--- src/rtl/cir_rle_pkg.sv ---
package cir_rle_pkg;

    localparam int RUN_CHUNK = 128;
    localparam int DUR_W     = 7;

    typedef struct packed {
        logic             active;
        logic [DUR_W-1:0] dur;
    } run_entry_t;

    typedef enum logic [0:0] {
        ST_WAIT = 1'b0,
        ST_PKT  = 1'b1
    } rx_state_e;

    typedef struct packed {
        logic       coarse;
        logic [6:0] start_m1;
        logic [7:0] idle_n;
        logic [5:0] min_len;
        logic       slow;
    } samp_cfg_t;

    function automatic samp_cfg_t unpack_cfg(input logic [23:0] w);
        samp_cfg_t c;
        c.slow     = w[0];
        c.min_len  = w[7:2];
        c.idle_n   = w[15:8];
        c.start_m1 = w[22:16];
        c.coarse   = w[23];
        return c;
    endfunction

    // Samples needed before a packet opens.
    function automatic logic [15:0] start_samples(input logic [6:0] m1, input logic coarse);
        logic [15:0] base;
        base = {9'd0, m1} + 16'd1;
        return coarse ? (base << 7) : base;
    endfunction

    // Space samples that close a packet.
    function automatic logic [15:0] idle_samples(input logic [7:0] n);
        return ({8'd0, n} + 16'd1) << 7;
    endfunction

endpackage

--- src/rtl/cir_sampler.sv ---
module cir_sampler #(
    parameter int FAST_DIV = 64,
    parameter int SLOW_DIV = 128
) (
    input  logic clk,
    input  logic rst,
    input  logic enable,
    input  logic slow_sel,
    input  logic invert,
    input  logic ir_raw,
    output logic tick,
    output logic level
);
    localparam int MAX_DIV = (FAST_DIV > SLOW_DIV) ? FAST_DIV : SLOW_DIV;
    localparam int PS_W    = (MAX_DIV > 2) ? $clog2(MAX_DIV) : 1;
    localparam logic [PS_W-1:0] FAST_LIM = PS_W'(FAST_DIV - 1);
    localparam logic [PS_W-1:0] SLOW_LIM = PS_W'(SLOW_DIV - 1);

    logic [1:0]      sync_q;
    logic [PS_W-1:0] ps_q;
    logic [PS_W-1:0] lim;
    logic            wrap;

    always_comb begin
        lim  = slow_sel ? SLOW_LIM : FAST_LIM;
        wrap = (ps_q >= lim);
    end

    always_ff @(posedge clk) begin
        if (rst) begin
            sync_q <= 2'b00;
            ps_q   <= '0;
        end else begin
            sync_q <= {sync_q[0], ir_raw};
            if (!enable || wrap) ps_q <= '0;
            else                 ps_q <= ps_q + 1'b1;
        end
    end

    assign tick  = enable && wrap;
    assign level = sync_q[1] ^ invert;

endmodule

--- src/rtl/cir_glitch_filter.sv ---
module cir_glitch_filter (
    input  logic       clk,
    input  logic       rst,
    input  logic       enable,
    input  logic       tick_in,
    input  logic       level_in,
    input  logic [5:0] min_len,
    output logic       tick_out,
    output logic       level_out
);
    logic [5:0] pend_q;
    logic       lvl_q;
    logic       tick_q;
    logic [6:0] pend_inc;

    assign pend_inc = {1'b0, pend_q} + 7'd1;

    always_ff @(posedge clk) begin
        if (rst || !enable) begin
            pend_q <= '0;
            lvl_q  <= 1'b0;
            tick_q <= 1'b0;
        end else begin
            tick_q <= tick_in;
            if (tick_in) begin
                if (level_in == lvl_q) begin
                    pend_q <= '0;
                end else if (pend_inc >= {1'b0, min_len}) begin
                    lvl_q  <= level_in;
                    pend_q <= '0;
                end else begin
                    pend_q <= pend_inc[5:0];
                end
            end
        end
    end

    assign tick_out  = tick_q;
    assign level_out = lvl_q;

endmodule

--- src/rtl/cir_run_encoder.sv ---
module cir_run_encoder
    import cir_rle_pkg::*;
(
    input  logic        clk,
    input  logic        rst,
    input  logic        enable,
    input  logic        tick,
    input  logic        level,
    input  logic [15:0] start_len,
    input  logic [15:0] idle_len,
    output logic        push,
    output run_entry_t  entry,
    output logic        pkt_end
);
    rx_state_e   st_q;
    logic [15:0] act_q;
    logic [15:0] idle_q;
    logic        run_lvl_q;
    logic [7:0]  run_q;
    logic [7:0]  run_inc;
    logic [15:0] act_inc;
    logic [15:0] idle_inc;

    always_comb begin
        run_inc  = run_q + 8'd1;
        act_inc  = act_q + 16'd1;
        idle_inc = idle_q + 16'd1;
    end

    always_ff @(posedge clk) begin
        if (rst || !enable) begin
            st_q      <= ST_WAIT;
            act_q     <= '0;
            idle_q    <= '0;
            run_lvl_q <= 1'b0;
            run_q     <= '0;
            push      <= 1'b0;
            entry     <= '0;
            pkt_end   <= 1'b0;
        end else begin
            push    <= 1'b0;
            pkt_end <= 1'b0;
            if (tick) begin
                unique case (st_q)
                    ST_WAIT: begin
                        if (!level) begin
                            act_q <= '0;
                        end else if (act_inc >= start_len) begin
                            st_q      <= ST_PKT;
                            act_q     <= '0;
                            idle_q    <= '0;
                            run_lvl_q <= 1'b1;
                            run_q     <= '0;
                        end else begin
                            act_q <= act_inc;
                        end
                    end
                    ST_PKT: begin
                        if (level == run_lvl_q) begin
                            if (run_inc == 8'(RUN_CHUNK)) begin
                                push  <= 1'b1;
                                entry <= run_entry_t'{active: run_lvl_q, dur: 7'd127};
                                run_q <= '0;
                            end else begin
                                run_q <= run_inc;
                            end
                        end else begin
                            if (run_q != 8'd0) begin
                                push  <= 1'b1;
                                entry <= run_entry_t'{active: run_lvl_q, dur: run_q[6:0] - 7'd1};
                            end
                            run_lvl_q <= level;
                            run_q     <= 8'd1;
                        end
                        // Idle length is a multiple of the chunk, so the
                        // closing sample always coincides with a full chunk.
                        if (level) begin
                            idle_q <= '0;
                        end else if (idle_inc >= idle_len) begin
                            st_q    <= ST_WAIT;
                            pkt_end <= 1'b1;
                            idle_q  <= '0;
                        end else begin
                            idle_q <= idle_inc;
                        end
                    end
                    default: st_q <= ST_WAIT;
                endcase
            end
        end
    end

endmodule

--- src/rtl/cir_rx_fifo.sv ---
module cir_rx_fifo #(
    parameter int DEPTH = 64,
    parameter int W     = 8,
    localparam int AW   = $clog2(DEPTH),
    localparam int CW   = $clog2(DEPTH + 1)
) (
    input  logic          clk,
    input  logic          rst,
    input  logic          push,
    input  logic [W-1:0]  din,
    input  logic          pop,
    output logic [W-1:0]  dout,
    output logic [CW-1:0] count,
    output logic          full
);
    // DEPTH is a power of two, so the pointers wrap naturally.
    logic [W-1:0]  mem [DEPTH];
    logic [AW-1:0] wr_q, rd_q;
    logic [CW-1:0] cnt_q;
    logic          do_push, do_pop;

    always_comb begin
        full    = (cnt_q == CW'(DEPTH));
        do_push = push && !full;
        do_pop  = pop && (cnt_q != '0);
    end

    always_ff @(posedge clk) begin
        if (do_push) mem[wr_q] <= din;
    end

    always_ff @(posedge clk) begin
        if (rst) begin
            wr_q  <= '0;
            rd_q  <= '0;
            cnt_q <= '0;
        end else begin
            if (do_push) wr_q <= wr_q + 1'b1;
            if (do_pop)  rd_q <= rd_q + 1'b1;
            case ({do_push, do_pop})
                2'b10:   cnt_q <= cnt_q + 1'b1;
                2'b01:   cnt_q <= cnt_q - 1'b1;
                default: cnt_q <= cnt_q;
            endcase
        end
    end

    assign dout  = mem[rd_q];
    assign count = cnt_q;

endmodule

--- src/rtl/cir_rle_rx.sv ---
module cir_rle_rx
    import cir_rle_pkg::*;
#(
    parameter int  DEPTH    = 64,
    parameter int  FAST_DIV = 64,
    parameter int  SLOW_DIV = 128,
    localparam int CNT_W    = $clog2(DEPTH + 1),
    localparam int STS_W    = 8 + CNT_W
) (
    input  logic             clk,
    input  logic             rst,
    input  logic             ir_in,
    input  logic             en_global,
    input  logic             en_rx,
    input  logic             rx_invert,
    input  logic [23:0]      samp_cfg,
    input  logic [STS_W-1:0] int_cfg,
    input  logic             clr_we,
    input  logic [7:0]       clr_bits,
    input  logic             fifo_pop,
    output logic [7:0]       fifo_data,
    output logic [STS_W-1:0] status,
    output logic             irq
);
    samp_cfg_t   cfg;
    logic        run_en;
    logic        smp_tick, smp_lvl;
    logic        flt_tick, flt_lvl;
    logic        enc_push, enc_end;
    run_entry_t  enc_entry;
    logic        fifo_push, fifo_full;
    logic [CNT_W-1:0] fill;
    logic [CNT_W-1:0] avail_lvl;
    logic        ovf_q, pend_q, avail_q;

    always_comb begin
        cfg       = unpack_cfg(samp_cfg);
        run_en    = en_global && en_rx;
        avail_lvl = int_cfg[8 +: CNT_W];
        fifo_push = enc_push && run_en;
    end

    cir_sampler #(.FAST_DIV(FAST_DIV), .SLOW_DIV(SLOW_DIV)) u_sampler (
        .clk      (clk),
        .rst      (rst),
        .enable   (run_en),
        .slow_sel (cfg.slow),
        .invert   (rx_invert),
        .ir_raw   (ir_in),
        .tick     (smp_tick),
        .level    (smp_lvl)
    );

    cir_glitch_filter u_filter (
        .clk       (clk),
        .rst       (rst),
        .enable    (run_en),
        .tick_in   (smp_tick),
        .level_in  (smp_lvl),
        .min_len   (cfg.min_len),
        .tick_out  (flt_tick),
        .level_out (flt_lvl)
    );

    cir_run_encoder u_encoder (
        .clk       (clk),
        .rst       (rst),
        .enable    (run_en),
        .tick      (flt_tick),
        .level     (flt_lvl),
        .start_len (start_samples(cfg.start_m1, cfg.coarse)),
        .idle_len  (idle_samples(cfg.idle_n)),
        .push      (enc_push),
        .entry     (enc_entry),
        .pkt_end   (enc_end)
    );

    cir_rx_fifo #(.DEPTH(DEPTH), .W(8)) u_fifo (
        .clk   (clk),
        .rst   (rst),
        .push  (fifo_push),
        .din   (enc_entry),
        .pop   (fifo_pop),
        .dout  (fifo_data),
        .count (fill),
        .full  (fifo_full)
    );

    // Sticky status, set has priority over write-one-to-clear.
    always_ff @(posedge clk) begin
        if (rst) begin
            ovf_q   <= 1'b0;
            pend_q  <= 1'b0;
            avail_q <= 1'b0;
        end else begin
            if (fifo_push && fifo_full)         ovf_q <= 1'b1;
            else if (clr_we && clr_bits[0])     ovf_q <= 1'b0;
            if (enc_end && run_en)              pend_q <= 1'b1;
            else if (clr_we && clr_bits[1])     pend_q <= 1'b0;
            if (fill > avail_lvl)               avail_q <= 1'b1;
            else if (clr_we && clr_bits[4])     avail_q <= 1'b0;
        end
    end

    always_comb begin
        status              = '0;
        status[0]           = ovf_q;
        status[1]           = pend_q;
        status[4]           = avail_q;
        status[8 +: CNT_W]  = fill;
        irq = (ovf_q & int_cfg[0]) | (pend_q & int_cfg[1]) | (avail_q & int_cfg[4]);
    end

endmodule

--- config.mk ---
export PLATFORM = sky130hd
export DESIGN_NAME = cir_rle_rx
export DESIGN_NICKNAME = d
export VERILOG_FILES = /design/src/rtl/cir_rle_pkg.sv /design/src/rtl/cir_sampler.sv /design/src/rtl/cir_glitch_filter.sv /design/src/rtl/cir_run_encoder.sv /design/src/rtl/cir_rx_fifo.sv /design/src/rtl/cir_rle_rx.sv
export SDC_FILE = /design/constraint.sdc
export NUM_CORES = 1
export LEC_CHECK = 0
export ABC_AREA = 0
export BUFFER_PORTS_ARGS = -buffer_cell sky130_fd_sc_hd__buf_2
export CAP_MARGIN = 0
export CELL_PAD_IN_SITES_DETAIL_PLACEMENT = 0
export CELL_PAD_IN_SITES_GLOBAL_PLACEMENT = 2
export CORE_UTILIZATION = 46
export CTS_CLUSTER_DIAMETER = 30
export DETAILED_ROUTE_END_ITERATION = 6
export GPL_ROUTABILITY_DRIVEN = 0
export HOLD_SLACK_MARGIN = 0.05
export PLACE_DENSITY_LB_ADDON = 0.1
export SYNTH_ARGS = -nofsm -noshare
export SYNTH_HDL_FRONTEND = slang
export SYNTH_HIERARCHICAL = 1
export SYNTH_SLANG_ARGS = --single-unit
export TNS_END_PERCENT = 50
--- constraint.sdc ---
create_clock -name clk -period 4.07 [get_ports clk]
set_clock_uncertainty 0.05 [all_clocks]
set_input_delay 0.2035 -clock clk [delete_from_list [all_inputs] [get_ports clk]]
set_output_delay 0.2035 -clock clk [all_outputs]
set_load 0.05 [all_outputs]
==> run metrics <==
post-route DRC violation count=0; total of fill cells in the finished design=4466; largest fanout on the critical path=14; synth top area cells=sky130_fd_sc_hd__edfxtp_1 (58%), sky130_fd_sc_hd__mux4_2 (11%), sky130_fd_sc_hd__dfxtp_1 (7.3%); top flip-flop cell by instance count after synthesis=sky130_fd_sc_hd__edfxtp_1; remaining antenna violation count after routing=0; IO buf count=62; switching power=3.39 mW; initial antenna violation count=0; worst ir drop on vdd=0.000378 V; worst-case headroom to the max-slew limit=33.6%; relative contribution of combinational cells to total power=0.9%; endpoint of the worst-slack reg-to-reg timing path=u_encoder/idle_q[5]$_SDFFE_PP0P_; transition time at the pin with the least slew margin=0.994 ns; Worst Setup End Kind=flop; Reg2Reg Launch Point=u_encoder/idle_q[0]$_SDFFE_PP0P_; average wire per standard cell=22.4 um; total power draw=16.8 mW; routed vias=15800; Hold Crit Endpoint=u_sampler/ps_q[6]$_SDFF_PP0_; register area share after synthesis=65.2%; type of element launching the critical path=flop; crit path kind=reg2reg; global-route wire length before repair=97200 um; number of cells on the worst reg-to-reg path=12; area inside the core boundary=56700 sq um; ys async rst share=0%; status=finished clean; Num CTS Buffers=117; pin count of the biggest net entering global routing=65; buffers inserted during post-CTS setup optimization=0; final number of setup-violating endpoints=0; starting density of the core=46.8%; H-tree levels=3; power per unit of standard cell area=518 nW/um^2; setup repair after global routing missed its margin=false; hpwl dp=39800 um; number of global-route vias before repair=16400; first-iteration detailed-routing DRC count=1043; distinct cell type count after synthesis=82; area occupied by multi-input gates=8480 sq um; post-detailed-route via-to-cell ratio=5.65; net total in the final layout=2065; max-slew violation count=0; register-to-register path setup slack=0.24 ns; sequential cell area=17300 sq um; number of max-cap violations=0; fraction of post-synthesis cell area in the top cell type by area=57.9%; P&R area growth vs syn=22.3%; Crit path required time=4.54 ns; Placed Instance Area=28200 sq um; number of detailed-route iterations in the first pass=6; Hold Path Depth=4; timing-limited maximum frequency=261 MHz; number of hold violations in the final report=0; CTS tree=built; final core area utilization=57.3%; overall routed net length=62900 um; most area-hungry cell type in the Yosys netlist=sky130_fd_sc_hd__edfxtp_1; Die Outline Area=58700 sq um; total leakage power=10.5 nW; Total Routing Usage GR=21.9%; Worst-path clk slew=0.05 ns; Post-synth EDFFs=512; root buffer cell=sky130_fd_sc_hd__clkbuf_16; switching part of the total=20.2%; largest stage delay on the critical path=0.60 ns; cell with the largest stage delay on the worst path=sky130_fd_sc_hd__or4_1; internal power=13.4 mW; top-level I/O count=79; number of standard-cell rows in the floorplan=87; fraction of the cycle the final worst path needs=94.1%; summed negative setup slack over all endpoints=0 ns; Final min period=3.83 ns; DP Worst Slack=0.189 ns; number of clock sinks=609; CTS Buffer Depth=3; latest clock arrival within the worst-skew pair=0.65 ns; number of inserted diodes=0; Non-Filler Cell Area, Final=32500 sq um; vertical die dimension=242 um; post-synthesis cell count=1734; Flop pwr share=39.7%; synthesized cell area=26500 sq um; number of synthesis warnings=6; final setup slack of the worst path=0.242 ns; proportion of layout cells with a drive suffix above 1=26.5%; horizontal die dimension=242 um; Avg Synthesized Cell Area=15.3 sq um; worst min-delay path class=in2reg; portion of total power attributed to the clock network=59.4%; register bit total from synthesis=609; critical path data arrival time=4.30 ns; crit-path cells=ha_2 -> and3_1 -> nand4_1 -> nor2_1 -> xor2_1 -> ha_1 -> nand4_2 -> or4_1 -> or4_4 -> and4_4 -> a211oi_1 -> o21ai_0; launch point of the worst hold path=en_rx; Overflow after GRT=0
==> flip-flops by register name (all words and copies together), names as in the netlist, 6 cells and up, named ones only <==
name	cells
u_encoder/act_q	16
u_encoder/entry	8
u_encoder/idle_q	16
u_encoder/run_q	8
u_fifo/count	7
u_fifo/mem	512
u_fifo/rd_q	6
u_fifo/wr_q	6
u_filter/pend_q	6
u_sampler/ps_q	7
==> worst max-delay path by stage <==
stage,slack [ns],from,depth (start not counted),to
global route,0.006,u_encoder/idle_q[0]$_SDFFE_PP0P_,12,u_encoder/idle_q[9]$_SDFFE_PP0P_
floorplan,0.57,u_encoder/idle_q[4]$_SDFFE_PP0P_,13,u_encoder/idle_q[10]$_SDFFE_PP0P_
global placement,0.24,u_encoder/idle_q[0]$_SDFFE_PP0P_,12,u_encoder/idle_q[3]$_SDFFE_PP0P_
CTS,0.17,u_encoder/act_q[0]$_SDFFE_PP0P_,13,u_encoder/act_q[4]$_SDFFE_PP0P_
finish,0.24,u_encoder/idle_q[0]$_SDFFE_PP0P_,12,u_encoder/idle_q[5]$_SDFFE_PP0P_
detailed placement,0.19,u_encoder/act_q[0]$_SDFFE_PP0P_,13,u_encoder/act_q[2]$_SDFFE_PP0P_
==> repair_timing <==
item / CTS / global route
hold endpoints to repair: 10 / 0
hold buffers: 15 / 0
setup endpoints to repair: 0 / 14
resized for setup: 0 / 2
==> critical path, delay by kind of cell, from the launching register on <==
family          cells  cell delay [ns]
xor+xnor            1             0.11
compound gates      2             0.35
flops               1             0.42
fa+ha+maj           2             0.58
simple gates        7             2.19
==> synthesized netlist by cell type (all sizes together), types with 8 or more instances <==
cell	number
a31oi	13
nor2b	25
inv	66
a221oi	12
xnor2	31
nor2	142
a21oi	46
edfxtp	512
nand3	52
o2111ai	11
nand3b	8
o21ai	47
or3	13
buf	56
a32oi	11
ha	60
a22oi	33
a211oi	11
nand2	75
xor2	31
mux2i	24
or2	8
and3	17
nand2b	9
nand4	21
and2	15
mux4	128
dfxtp	97
clkbuf	42
a22o	8
nor3	15
==> layout make-up <==
class	count	share of cell area, %
clock buffer	126	9.22
clock inverter	93	3.57
inverter	66	0.763
multi-input combinational	973	26.1
sequential	609	53.4
tap	756	2.91
timing repair buffer	183	4.02
==> power by group through the flow <==
stage          Sequential (mW)  Combinational, mW  Clock [mW]
2_1_floorplan             6.79             0.0870           0
3_3_place_gp              6.79              0.136           0
3_5_place_dp              6.79              0.138           0
4_1_cts                   6.67              0.146        10.1
5_1_grt                   6.67              0.163        10.4
6_report                  6.67              0.144        9.99
==> logic make-up (layout without fill, tap and decap cells) <==
family	Yosys count	in the layout	share of synthesized area, %
other	1	13	0.0141
DFF	609	609	65.2
buffers and inverters	164	468	3.04
muxes	158	158	12.1
AOI/OAI and AO/OA	252	252	6.67
adders and majority gates	60	60	2.83
xor gates and xnor gates	62	62	2.05
and+or+nand+nor	428	428	8.10
==> per-layer routing <==
metal | track usage, % | part of all wire [%] | vias to the layer above
met5 | 0 | 0 | -
met4 | 8.10 | 2.6 | 0
met3 | 4.10 | 5.2 | 86
met2 | 35.9 | 49 | 420
met1 | 29.0 | 43 | 8055
li1 | - | - | 7281
==> placed cells by master (no fill, tap or decap), types with 10 or more instances in the layout <==
cell type                       instances
sky130_fd_sc_hd__dlygate4sd3_1         15
sky130_fd_sc_hd__nand3_1               51
sky130_fd_sc_hd__bufinv_16             21
sky130_fd_sc_hd__xor2_1                31
sky130_fd_sc_hd__mux4_2               125
sky130_fd_sc_hd__inv_6                 21
sky130_fd_sc_hd__a32oi_1               11
sky130_fd_sc_hd__xnor2_1               31
sky130_fd_sc_hd__clkinv_2              16
sky130_fd_sc_hd__nor2b_1               25
sky130_fd_sc_hd__clkbuf_16            118
sky130_fd_sc_hd__and3_1                16
sky130_fd_sc_hd__o21ai_0               42
sky130_fd_sc_hd__nand4_1               18
sky130_fd_sc_hd__ha_1                  59
sky130_fd_sc_hd__conb_1                13
sky130_fd_sc_hd__buf_2                 62
sky130_fd_sc_hd__a31oi_1               11
sky130_fd_sc_hd__clkinv_1              10
sky130_fd_sc_hd__nand2_1               75
sky130_fd_sc_hd__edfxtp_1             512
sky130_fd_sc_hd__a22oi_1               33
sky130_fd_sc_hd__a21oi_1               46
sky130_fd_sc_hd__and2_1                15
sky130_fd_sc_hd__clkinvlp_4            14
sky130_fd_sc_hd__inv_1                 66
sky130_fd_sc_hd__nor2_1               142
sky130_fd_sc_hd__a221oi_1              11
sky130_fd_sc_hd__o2111ai_1             11
sky130_fd_sc_hd__dfxtp_1               85
sky130_fd_sc_hd__buf_4                102
sky130_fd_sc_hd__nor3_1                14
sky130_fd_sc_hd__mux2i_1               24
sky130_fd_sc_hd__or3_1                 13
==> through the flow <==
step	cells	hold slack [ns]
2_1_floorplan	1746	0.223
3_3_place_gp	2572	0.367
3_5_place_dp	2572	0.376
4_1_cts	2806	0.0583
5_1_grt	2806	0.109
6_report	2806	0.0857
Note: power is estimated with default switching activity, not from simulation.
